<file path="src/rtl/ptp_time_pkg.sv">
package ptp_time_pkg;

  localparam int SecW  = 32;
  localparam int SubW  = 31;
  localparam int AccW  = 32;
  localparam int IncW  = 8;
  localparam int AddrW = 4;
  localparam int DataW = 32;
  localparam int WideW = SubW + 1;

  localparam logic [WideW-1:0] NsPerSec = WideW'(1_000_000_000);
  localparam logic [WideW-1:0] BinWrap  = WideW'(1) << SubW;

  localparam int CtrlFineBit = 0;
  localparam int CtrlDecBit  = 1;
  localparam int CtrlIrqBit  = 2;
  localparam int CtrlGoBit   = 3;
  localparam int OfsSignBit  = DataW - 1;

  typedef enum logic [AddrW-1:0] {
    REG_CTRL     = 4'h0,
    REG_STEP     = 4'h1,
    REG_TRIM     = 4'h2,
    REG_OFS_SEC  = 4'h3,
    REG_OFS_SUB  = 4'h4,
    REG_TGT_SEC  = 4'h5,
    REG_TGT_SUB  = 4'h6,
    REG_STATUS   = 4'h7,
    REG_TIME_SEC = 4'h8,
    REG_TIME_SUB = 4'h9
  } regAddr_e;

  typedef struct packed {
    logic            fineMode;
    logic            decimalMode;
    logic            irqEnable;
    logic [IncW-1:0] step;
    logic [AccW-1:0] trim;
    logic [SecW-1:0] ofsSec;
    logic [SubW-1:0] ofsSub;
    logic            ofsSubtract;
    logic [SecW-1:0] tgtSec;
    logic [SubW-1:0] tgtSub;
  } timeCfg_t;

  typedef struct packed {
    logic applyOffset;
    logic clearFlag;
  } timeStrobe_t;

endpackage

</file>
<file path="src/rtl/ptp_addend_acc.sv">
module ptp_addend_acc
  import ptp_time_pkg::*;
(
  input  logic            clk,
  input  logic            rstN,
  input  logic            enable,
  input  logic [AccW-1:0] trim,
  output logic            carry
);

  logic [AccW-1:0] accQ;
  logic [AccW:0]   sumWide;

  assign sumWide = {1'b0, accQ} + {1'b0, trim};
  assign carry   = enable & sumWide[AccW];

  // The remainder is kept across offset updates; it only moves in fine mode.
  always_ff @(posedge clk or negedge rstN) begin
    if (!rstN) begin
      accQ <= '0;
    end else if (enable) begin
      accQ <= sumWide[AccW-1:0];
    end
  end

  // without fine mode the accumulator must not move.
  p_acc_idle_r1: assert property (@(posedge clk) disable iff (!rstN)
    (!enable) |=> $stable(accQ));

endmodule

</file>
<file path="src/rtl/ptp_target_cmp.sv">
module ptp_target_cmp
  import ptp_time_pkg::*;
(
  input  logic            clk,
  input  logic            rstN,
  input  logic [SecW-1:0] timeSec,
  input  logic [SubW-1:0] timeSub,
  input  logic [SecW-1:0] tgtSec,
  input  logic [SubW-1:0] tgtSub,
  input  logic            irqEnable,
  input  logic            clearFlag,
  output logic            flag
);

  localparam int CmpW = SecW + SubW;

  logic [CmpW-1:0] nowKey;
  logic [CmpW-1:0] tgtKey;
  logic            reached;
  logic            flagQ;

  assign nowKey  = {timeSec, timeSub};
  assign tgtKey  = {tgtSec, tgtSub};
  assign reached = nowKey >= tgtKey;

  always_ff @(posedge clk or negedge rstN) begin
    if (!rstN) begin
      flagQ <= 1'b0;
    end else begin
      flagQ <= (flagQ & ~clearFlag) | (irqEnable & reached);
    end
  end

  assign flag = flagQ;

  p_flag_sticky_r8: assert property (@(posedge clk) disable iff (!rstN)
    (flagQ && !clearFlag) |=> flagQ);

  p_flag_gated_r7: assert property (@(posedge clk) disable iff (!rstN)
    (!flagQ && !irqEnable) |=> !flagQ);

endmodule

</file>
<file path="src/rtl/ptp_time_datapath.sv">
module ptp_time_datapath
  import ptp_time_pkg::*;
(
  input  logic            clk,
  input  logic            rstN,
  input  timeCfg_t        cfg,
  input  timeStrobe_t     strobe,
  output logic [SecW-1:0] timeSec,
  output logic [SubW-1:0] timeSub,
  output logic            targetFlag
);

  localparam logic [SecW-1:0] SecOne = SecW'(1);

  logic [SecW-1:0]  secQ, secD;
  logic [SubW-1:0]  subQ, subD;
  logic             accCarry;
  logic             tick;
  logic [WideW-1:0] wrapLimit;
  logic [WideW-1:0] subWide;
  logic [WideW-1:0] stepSum;
  logic [WideW-1:0] ofsSum;
  logic [WideW-1:0] ofsDiff;
  logic [WideW-1:0] borrowFix;
  logic             stepWrap;
  logic             ofsWrap;
  logic             ofsBorrow;

  ptp_addend_acc u_acc (
    .clk    (clk),
    .rstN   (rstN),
    .enable (cfg.fineMode),
    .trim   (cfg.trim),
    .carry  (accCarry)
  );

  assign tick      = cfg.fineMode ? accCarry : 1'b1;
  assign wrapLimit = cfg.decimalMode ? NsPerSec : BinWrap;
  assign subWide   = {1'b0, subQ};

  assign stepSum   = subWide + WideW'(cfg.step);
  assign stepWrap  = stepSum >= wrapLimit;

  assign ofsSum    = subWide + {1'b0, cfg.ofsSub};
  assign ofsWrap   = ofsSum >= wrapLimit;
  assign ofsDiff   = subWide - {1'b0, cfg.ofsSub};
  assign ofsBorrow = ofsDiff[SubW];
  assign borrowFix = ofsDiff + wrapLimit;

  always_comb begin
    secD = secQ;
    subD = subQ;
    if (strobe.applyOffset) begin
      if (cfg.ofsSubtract) begin
        if (ofsBorrow) begin
          subD = borrowFix[SubW-1:0];
          secD = secQ - cfg.ofsSec - SecOne;
        end else begin
          subD = ofsDiff[SubW-1:0];
          secD = secQ - cfg.ofsSec;
        end
      end else begin
        if (ofsWrap) begin
          subD = SubW'(ofsSum - wrapLimit);
          secD = secQ + cfg.ofsSec + SecOne;
        end else begin
          subD = ofsSum[SubW-1:0];
          secD = secQ + cfg.ofsSec;
        end
      end
    end else if (tick) begin
      if (stepWrap) begin
        subD = SubW'(stepSum - wrapLimit);
        secD = secQ + SecOne;
      end else begin
        subD = stepSum[SubW-1:0];
      end
    end
  end

  always_ff @(posedge clk or negedge rstN) begin
    if (!rstN) begin
      secQ <= '0;
      subQ <= '0;
    end else begin
      secQ <= secD;
      subQ <= subD;
    end
  end

  ptp_target_cmp u_cmp (
    .clk       (clk),
    .rstN      (rstN),
    .timeSec   (secQ),
    .timeSub   (subQ),
    .tgtSec    (cfg.tgtSec),
    .tgtSub    (cfg.tgtSub),
    .irqEnable (cfg.irqEnable),
    .clearFlag (strobe.clearFlag),
    .flag      (targetFlag)
  );

  assign timeSec = secQ;
  assign timeSub = subQ;

  p_zero_trim_hold_r1: assert property (@(posedge clk) disable iff (!rstN)
    (cfg.fineMode && cfg.trim == '0 && !strobe.applyOffset)
      |=> ($stable(subQ) && $stable(secQ)));

  p_coarse_step_r2: assert property (@(posedge clk) disable iff (!rstN)
    (!cfg.fineMode && !strobe.applyOffset && !stepWrap)
      |=> (subQ - $past(subQ) == SubW'($past(cfg.step))));

  p_sec_step_r3: assert property (@(posedge clk) disable iff (!rstN)
    (!strobe.applyOffset) |=> (secQ == $past(secQ) || secQ == $past(secQ) + SecOne));

  p_dec_range_r4: assert property (@(posedge clk) disable iff (!rstN)
    (cfg.decimalMode && subWide < NsPerSec && {1'b0, cfg.ofsSub} < NsPerSec)
      |=> (!cfg.decimalMode || subWide < NsPerSec));

endmodule

</file>
<file path="src/rtl/ptp_time_regs.sv">
module ptp_time_regs
  import ptp_time_pkg::*;
(
  input  logic             clk,
  input  logic             rstN,
  input  logic             wrEn,
  input  logic             rdEn,
  input  logic [AddrW-1:0] addr,
  input  logic [DataW-1:0] wrData,
  input  logic [SecW-1:0]  timeSec,
  input  logic [SubW-1:0]  timeSub,
  input  logic             targetFlag,
  output timeCfg_t         cfg,
  output timeStrobe_t      strobe,
  output logic [DataW-1:0] rdData
);

  regAddr_e         addrE;
  logic             fineQ, decQ, irqEnQ;
  logic [IncW-1:0]  stepQ;
  logic [AccW-1:0]  trimQ;
  logic [SecW-1:0]  ofsSecQ;
  logic [DataW-1:0] ofsWordQ;
  logic [SecW-1:0]  tgtSecQ;
  logic [SubW-1:0]  tgtSubQ;
  logic [DataW-1:0] rdNext;
  logic [DataW-1:0] rdQ;

  assign addrE = regAddr_e'(addr);

  always_ff @(posedge clk or negedge rstN) begin
    if (!rstN) begin
      fineQ    <= 1'b0;
      decQ     <= 1'b0;
      irqEnQ   <= 1'b0;
      stepQ    <= '0;
      trimQ    <= '0;
      ofsSecQ  <= '0;
      ofsWordQ <= '0;
      tgtSecQ  <= '0;
      tgtSubQ  <= '0;
    end else if (wrEn) begin
      case (addrE)
        REG_CTRL: begin
          fineQ  <= wrData[CtrlFineBit];
          decQ   <= wrData[CtrlDecBit];
          irqEnQ <= wrData[CtrlIrqBit];
        end
        REG_STEP:    stepQ    <= wrData[IncW-1:0];
        REG_TRIM:    trimQ    <= wrData[AccW-1:0];
        REG_OFS_SEC: ofsSecQ  <= wrData[SecW-1:0];
        REG_OFS_SUB: ofsWordQ <= wrData;
        REG_TGT_SEC: tgtSecQ  <= wrData[SecW-1:0];
        REG_TGT_SUB: tgtSubQ  <= wrData[SubW-1:0];
        default: ;
      endcase
    end
  end

  // Command strobes act at the same edge as the write and are never stored.
  always_comb begin
    strobe.applyOffset = wrEn && (addrE == REG_CTRL) && wrData[CtrlGoBit];
    strobe.clearFlag   = wrEn && (addrE == REG_STATUS) && wrData[0];
  end

  always_comb begin
    cfg.fineMode    = fineQ;
    cfg.decimalMode = decQ;
    cfg.irqEnable   = irqEnQ;
    cfg.step        = stepQ;
    cfg.trim        = trimQ;
    cfg.ofsSec      = ofsSecQ;
    cfg.ofsSub      = ofsWordQ[SubW-1:0];
    cfg.ofsSubtract = ofsWordQ[OfsSignBit];
    cfg.tgtSec      = tgtSecQ;
    cfg.tgtSub      = tgtSubQ;
  end

  always_comb begin
    rdNext = '0;
    case (addrE)
      REG_CTRL: begin
        rdNext[CtrlFineBit] = fineQ;
        rdNext[CtrlDecBit]  = decQ;
        rdNext[CtrlIrqBit]  = irqEnQ;
      end
      REG_STEP:     rdNext = DataW'(stepQ);
      REG_TRIM:     rdNext = DataW'(trimQ);
      REG_OFS_SEC:  rdNext = DataW'(ofsSecQ);
      REG_OFS_SUB:  rdNext = ofsWordQ;
      REG_TGT_SEC:  rdNext = DataW'(tgtSecQ);
      REG_TGT_SUB:  rdNext = DataW'(tgtSubQ);
      REG_STATUS:   rdNext[0] = targetFlag;
      REG_TIME_SEC: rdNext = DataW'(timeSec);
      REG_TIME_SUB: rdNext = DataW'(timeSub);
      default:      rdNext = '0;
    endcase
  end

  always_ff @(posedge clk or negedge rstN) begin
    if (!rstN) begin
      rdQ <= '0;
    end else if (rdEn) begin
      rdQ <= rdNext;
    end
  end

  assign rdData = rdQ;

  p_rd_hold_r10: assert property (@(posedge clk) disable iff (!rstN)
    (!rdEn) |=> $stable(rdQ));

endmodule

</file>
<file path="src/rtl/ptp_time_counter.sv">
module ptp_time_counter
  import ptp_time_pkg::*;
(
  input  logic             clk,
  input  logic             rstN,
  input  logic             wrEn,
  input  logic             rdEn,
  input  logic [AddrW-1:0] addr,
  input  logic [DataW-1:0] wrData,
  output logic [DataW-1:0] rdData,
  output logic [SecW-1:0]  timeSec,
  output logic [SubW-1:0]  timeSub,
  output logic             targetIrq
);

  timeCfg_t    cfg;
  timeStrobe_t strobe;
  logic        flag;

  ptp_time_regs u_regs (
    .clk        (clk),
    .rstN       (rstN),
    .wrEn       (wrEn),
    .rdEn       (rdEn),
    .addr       (addr),
    .wrData     (wrData),
    .timeSec    (timeSec),
    .timeSub    (timeSub),
    .targetFlag (flag),
    .cfg        (cfg),
    .strobe     (strobe),
    .rdData     (rdData)
  );

  ptp_time_datapath u_dp (
    .clk        (clk),
    .rstN       (rstN),
    .cfg        (cfg),
    .strobe     (strobe),
    .timeSec    (timeSec),
    .timeSub    (timeSub),
    .targetFlag (flag)
  );

  assign targetIrq = flag;

endmodule

</file>
<file path="config.mk">
export PLATFORM = sky130hd
export DESIGN_NAME = ptp_time_counter
export DESIGN_NICKNAME = d
export VERILOG_FILES = /design/src/rtl/ptp_time_pkg.sv /design/src/rtl/ptp_addend_acc.sv /design/src/rtl/ptp_target_cmp.sv /design/src/rtl/ptp_time_datapath.sv /design/src/rtl/ptp_time_regs.sv /design/src/rtl/ptp_time_counter.sv
export SDC_FILE = /design/constraint.sdc
export NUM_CORES = 1
export LEC_CHECK = 0
export BUFFER_PORTS_ARGS = -buffer_cell sky130_fd_sc_hd__clkbuf_2
export CORE_MARGIN = 2
export CORE_UTILIZATION = 45
export CTS_BUF_LIST = sky130_fd_sc_hd__clkbuf_16
export DETAILED_ROUTE_END_ITERATION = 10
export GPL_ROUTABILITY_DRIVEN = 0
export PLACE_DENSITY = 0.58
export SLEW_MARGIN = 10
export SYNTH_ARGS = -nofsm -noshare
export SYNTH_HDL_FRONTEND = slang
export SYNTH_SLANG_ARGS = --single-unit
</file>
<file path="constraint.sdc">
create_clock -name clk -period 6.6 [get_ports clk]
set_input_delay 0.66 -clock clk [delete_from_list [all_inputs] [get_ports clk]]
set_output_delay 0.66 -clock clk [all_outputs]
set_load 0.005 [all_outputs]
</file>
==> impl_metrics.py <==
metrics = {
    "sta": {
        "setup_tns_ns": 0,
        "clock_skew_ns": 0.0142,
        "finalHoldViolCount": 0,
        "maxClockFrequency_ghz": 0.160,
        "setup_viol": 0,
        "report.final.slew_viol_count": 0,
        "rsz_0062_raised_after_global_routing": "false",
        "worst_pin_slew_ns": 1.11,
        "period_share": 0.947,
        "maxSlewHeadroom": 0.256,
        "period_needed_ns": 6.25,
    },
    "critical_path": {
        "cp.arrival_ns": 6.70,
        "crit_chain": "inv_1 -> ha_1 -> nand2b_1 -> a221oi_1 -> o311a_1 -> buf_4 -> nor2_1 -> o31ai_1 -> xnor2_1 -> ha_1 -> nand4_1 -> a2111oi_0 -> nand3_1 -> a211o_1 -> nor4_1 -> and4_1 -> o21ai_1 -> a21oi_1 -> o41a_4 -> nor2_4 -> buf_4 -> or4_1 -> xor2_1 -> o21ba_1",
        "r2r_cells": 24,
        "required_ns": 7.06,
        "r2r-start": "u_regs.ofsWordQ[1]",
        "critical-path-top-delay-family": "compound AO/OA/AOI/OAI gates",
        "cp_slowest_stage_delay_ns": 0.56,
        "critical_path_class": "reg2reg",
        "timing.critical_path.fanout_max": 13,
        "worstSetupEndpointType": "register",
        "crit_slowest_cell": "sky130_fd_sc_hd__or4_1",
        "crit_buf_inv": 3,
        "regToRegSetupSlack_ns": 0.35,
        "r2r_end": "u_dp.timeSec[14]",
        "startpoint_type": "register",
    },
    "run_status": {
        "outcome": "complete, no violations",
    },
    "logic_synthesis": {
        "synth.area.top_cells": "sky130_fd_sc_hd__dfrtp_1, sky130_fd_sc_hd__ha_1, sky130_fd_sc_hd__mux2_2",
        "synth.net_count": 3747,
        "netlist.top_cell.by_area": "sky130_fd_sc_hd__dfrtp_1",
        "register_bit_total_from_synthesis": 298,
        "postSynthCellCount": 3427,
        "synthArstFlopShare": 1.00,
        "yosys-top-cells-count": "sky130_fd_sc_hd__dfrtp_1, sky130_fd_sc_hd__ha_1, sky130_fd_sc_hd__inv_1",
        "yosys_warnings": 0,
        "seq_area_frac_synth": 0.254,
        "yosys_most_used_dff": "sky130_fd_sc_hd__dfrtp_1",
        "avgSynthCellArea_um2": 8.55,
        "count_of_different_cell_masters_after_synthesis": 113,
        "post_syn_area_um2": 29300,
        "synth_most_common_cell": "sky130_fd_sc_hd__dfrtp_1",
        "synth_edf_count": 0,
        "synth_top_area_frac": 0.254,
    },
    "final_layout": {
        "post-route-util": 0.505,
        "finish.net_count": 3870,
        "num_antenna_cells": 0,
        "drive_above_1_share": 0.168,
        "layout-area-overhead-vs-synth_pct": 11.2,
    },
    "global_route": {
        "via_count_of_the_first_global_routing_pass": 27836,
        "globalRouteTotalUtil": 0.336,
        "grt_antenna_before_repair": 3,
        "grt_remaining_overflow": 0,
        "grt_pass1_wl_mm": 172,
        "grt_max_degree": 118,
    },
    "power_and_ir_drop": {
        "p_int_w": 0.00904,
        "ir_worst_vdd_uv": 265,
        "power.switching_fraction": 0.526,
        "seq_power_share": 0.171,
        "comb_power_share": 0.717,
        "power_density_nw_per_um2": 586,
        "switching_power_w": 0.0100,
        "power_frac_clock": 0.112,
        "static-leakage-power_nw": 14.2,
    },
    "clocking": {
        "clock_insertion_delay_worst_skew_ns": 0.57,
        "cts_inserted_buffers": 37,
        "clk_root_buffer_cell": "sky130_fd_sc_hd__clkbuf_16",
        "cts_tree": "done",
        "post_cts_hold_buffer_count": 0,
        "h_tree_depth": 2,
        "cts_sinks": 298,
        "worst_setup_hold_path_clk_slew_ns": 0.06,
        "clock_tree.buffer_depth": 3,
    },
    "flow_run": {
        "max-cap-violations": 0,
    },
    "drt": {
        "via_per_inst": 6.42,
        "postRouteAntennaNets": 0,
        "routed-via-count": 28461,
        "detail_route.iter0.violations": 3427,
        "route.final.wire_length_mm": 115,
        "drt-pass1-iter-count": 7,
        "drc": 0,
        "wl_per_cell_um": 26.0,
    },
    "floorplanning": {
        "overall_die_width_um": 259,
        "std_cell_rows": 93,
        "start_util": 0.455,
        "die_height_um": 259,
        "core-area_um2": 64500,
        "design.die.area_um2": 67200,
        "top_level_ports": 136,
    },
    "worst_hold_path": {
        "min-delay-path-class": "in2async",
    },
    "place": {
        "dp_hpwl_mm": 89.6,
        "numPortBuffers": 135,
    },
}
-- state kept, by name, indices dropped and copies added, names as in the netlist --
register,flops
u_dp.timeSub,31
u_regs.irqEnQ,1
u_regs.ofsWordQ,32
u_regs.fineQ,1
u_dp.u_cmp.flag,1
u_regs.tgtSubQ,31
u_dp.u_acc.accQ,32
u_regs.tgtSecQ,32
u_regs.ofsSecQ,32
u_dp.timeSec,32
u_regs.trimQ,32
u_regs.decQ,1
u_regs.stepQ,8
u_regs.rdData,32
-- worst register-to-register path, delay by kind of cell (launching register included) --
family	cells	cell delay (ns)
compound gates	9	2.54
buf+inv	3	0.51
simple gates	8	1.75
fa+ha+maj	2	0.64
flops	1	0.41
xor+xnor	2	0.30
-- layout make-up --
class / instances / area [µm²]
repair buffers: 247 / 1550
multi-input cells: 2709 / 20300
clock inverters: 27 / 249
clock buffers: 39 / 976
inverters: 257 / 965
flip-flops and latches: 298 / 7460
well taps: 855 / 1070
fillers: 6167 / 31900
-- power by group through the flow --
stage          clock [W]  sequential [W]  combinational [W]
6_report         0.00214         0.00326             0.0137
5_1_grt          0.00222         0.00329             0.0149
4_1_cts          0.00215         0.00321             0.0134
3_5_place_dp           0         0.00324             0.0133
3_3_place_gp           0         0.00322             0.0130
2_1_floorplan          0         0.00294            0.00965
-- per-stage QoR --
step / hold slack (ns) / setup WS [ns] / instance area, µm² / instances / total power (W)
2_1_floorplan: 0.364 / 0.897 / 29300 / 3427 / 0.0126
3_3_place_gp: 0.475 / 0.286 / 31300 / 4364 / 0.0162
3_5_place_dp: 0.481 / 0.120 / 31300 / 4364 / 0.0165
4_1_cts: 0.234 / 0.0708 / 32500 / 4430 / 0.0187
5_1_grt: 0.283 / 0.0141 / 32600 / 4432 / 0.0204
6_report: 0.179 / 0.351 / 32600 / 4432 / 0.0191
-- cells by family after synthesis --
family | share of synthesized area
flops | 0.254
compound gates | 0.234
fa+ha+maj | 0.121
buf+inv | 0.0561
mux | 0.0892
xor+xnor | 0.0789
simple gates | 0.166
-- how the worst max path moves through the flow --
stage,from,to,slack (ns),depth (start not counted)
floorplan,u_dp.timeSub[2],u_dp.timeSub[29],0.90,22
global placement,u_regs.ofsWordQ[1],u_dp.timeSec[1],0.29,25
detailed placement,u_regs.ofsWordQ[1],u_dp.timeSub[11],0.12,25
CTS,u_regs.ofsWordQ[1],u_dp.timeSub[11],0.07,25
global route,u_regs.ofsWordQ[1],u_dp.timeSub[11],0.01,26
finish,u_regs.ofsWordQ[1],u_dp.timeSec[14],0.35,24
-- cell usage in the layout, fill, tap and decap left out, drive strengths merged, types with 22 or more instances in the layout --
cell type    n
dfrtp      298
ha         274
inv        266
nor2       236
mux2       209
a21oi      204
nand2      197
xnor2      181
clkbuf     173
o21ai      163
buf        113
nor3        90
xor2        83
a22oi       80
nand3       79
a21o        74
and3        64
nor2b       47
o22ai       44
o211ai      44
nand2b      42
a211oi      40
a31oi       38
nor4        36
nand4       35
mux2i       26
o31ai       25
or3         25
a222oi      24
o21bai      24
o21a        22
-- routing by layer --
metal  track usage  wire [µm]  vias to the layer above
met5             0         19                        -
met4         0.174       6580                        2
met3        0.0562       9600                      292
met2         0.535      51600                     1284
met1         0.438      47500                    13978
li1              -          -                    12905
-- timing repair --
item / CTS / global route
resized for setup: 0 / 8
setup buffers: 0 / 2
setup endpoints to repair: 0 / 53
Power figures use the tool's default switching activity.
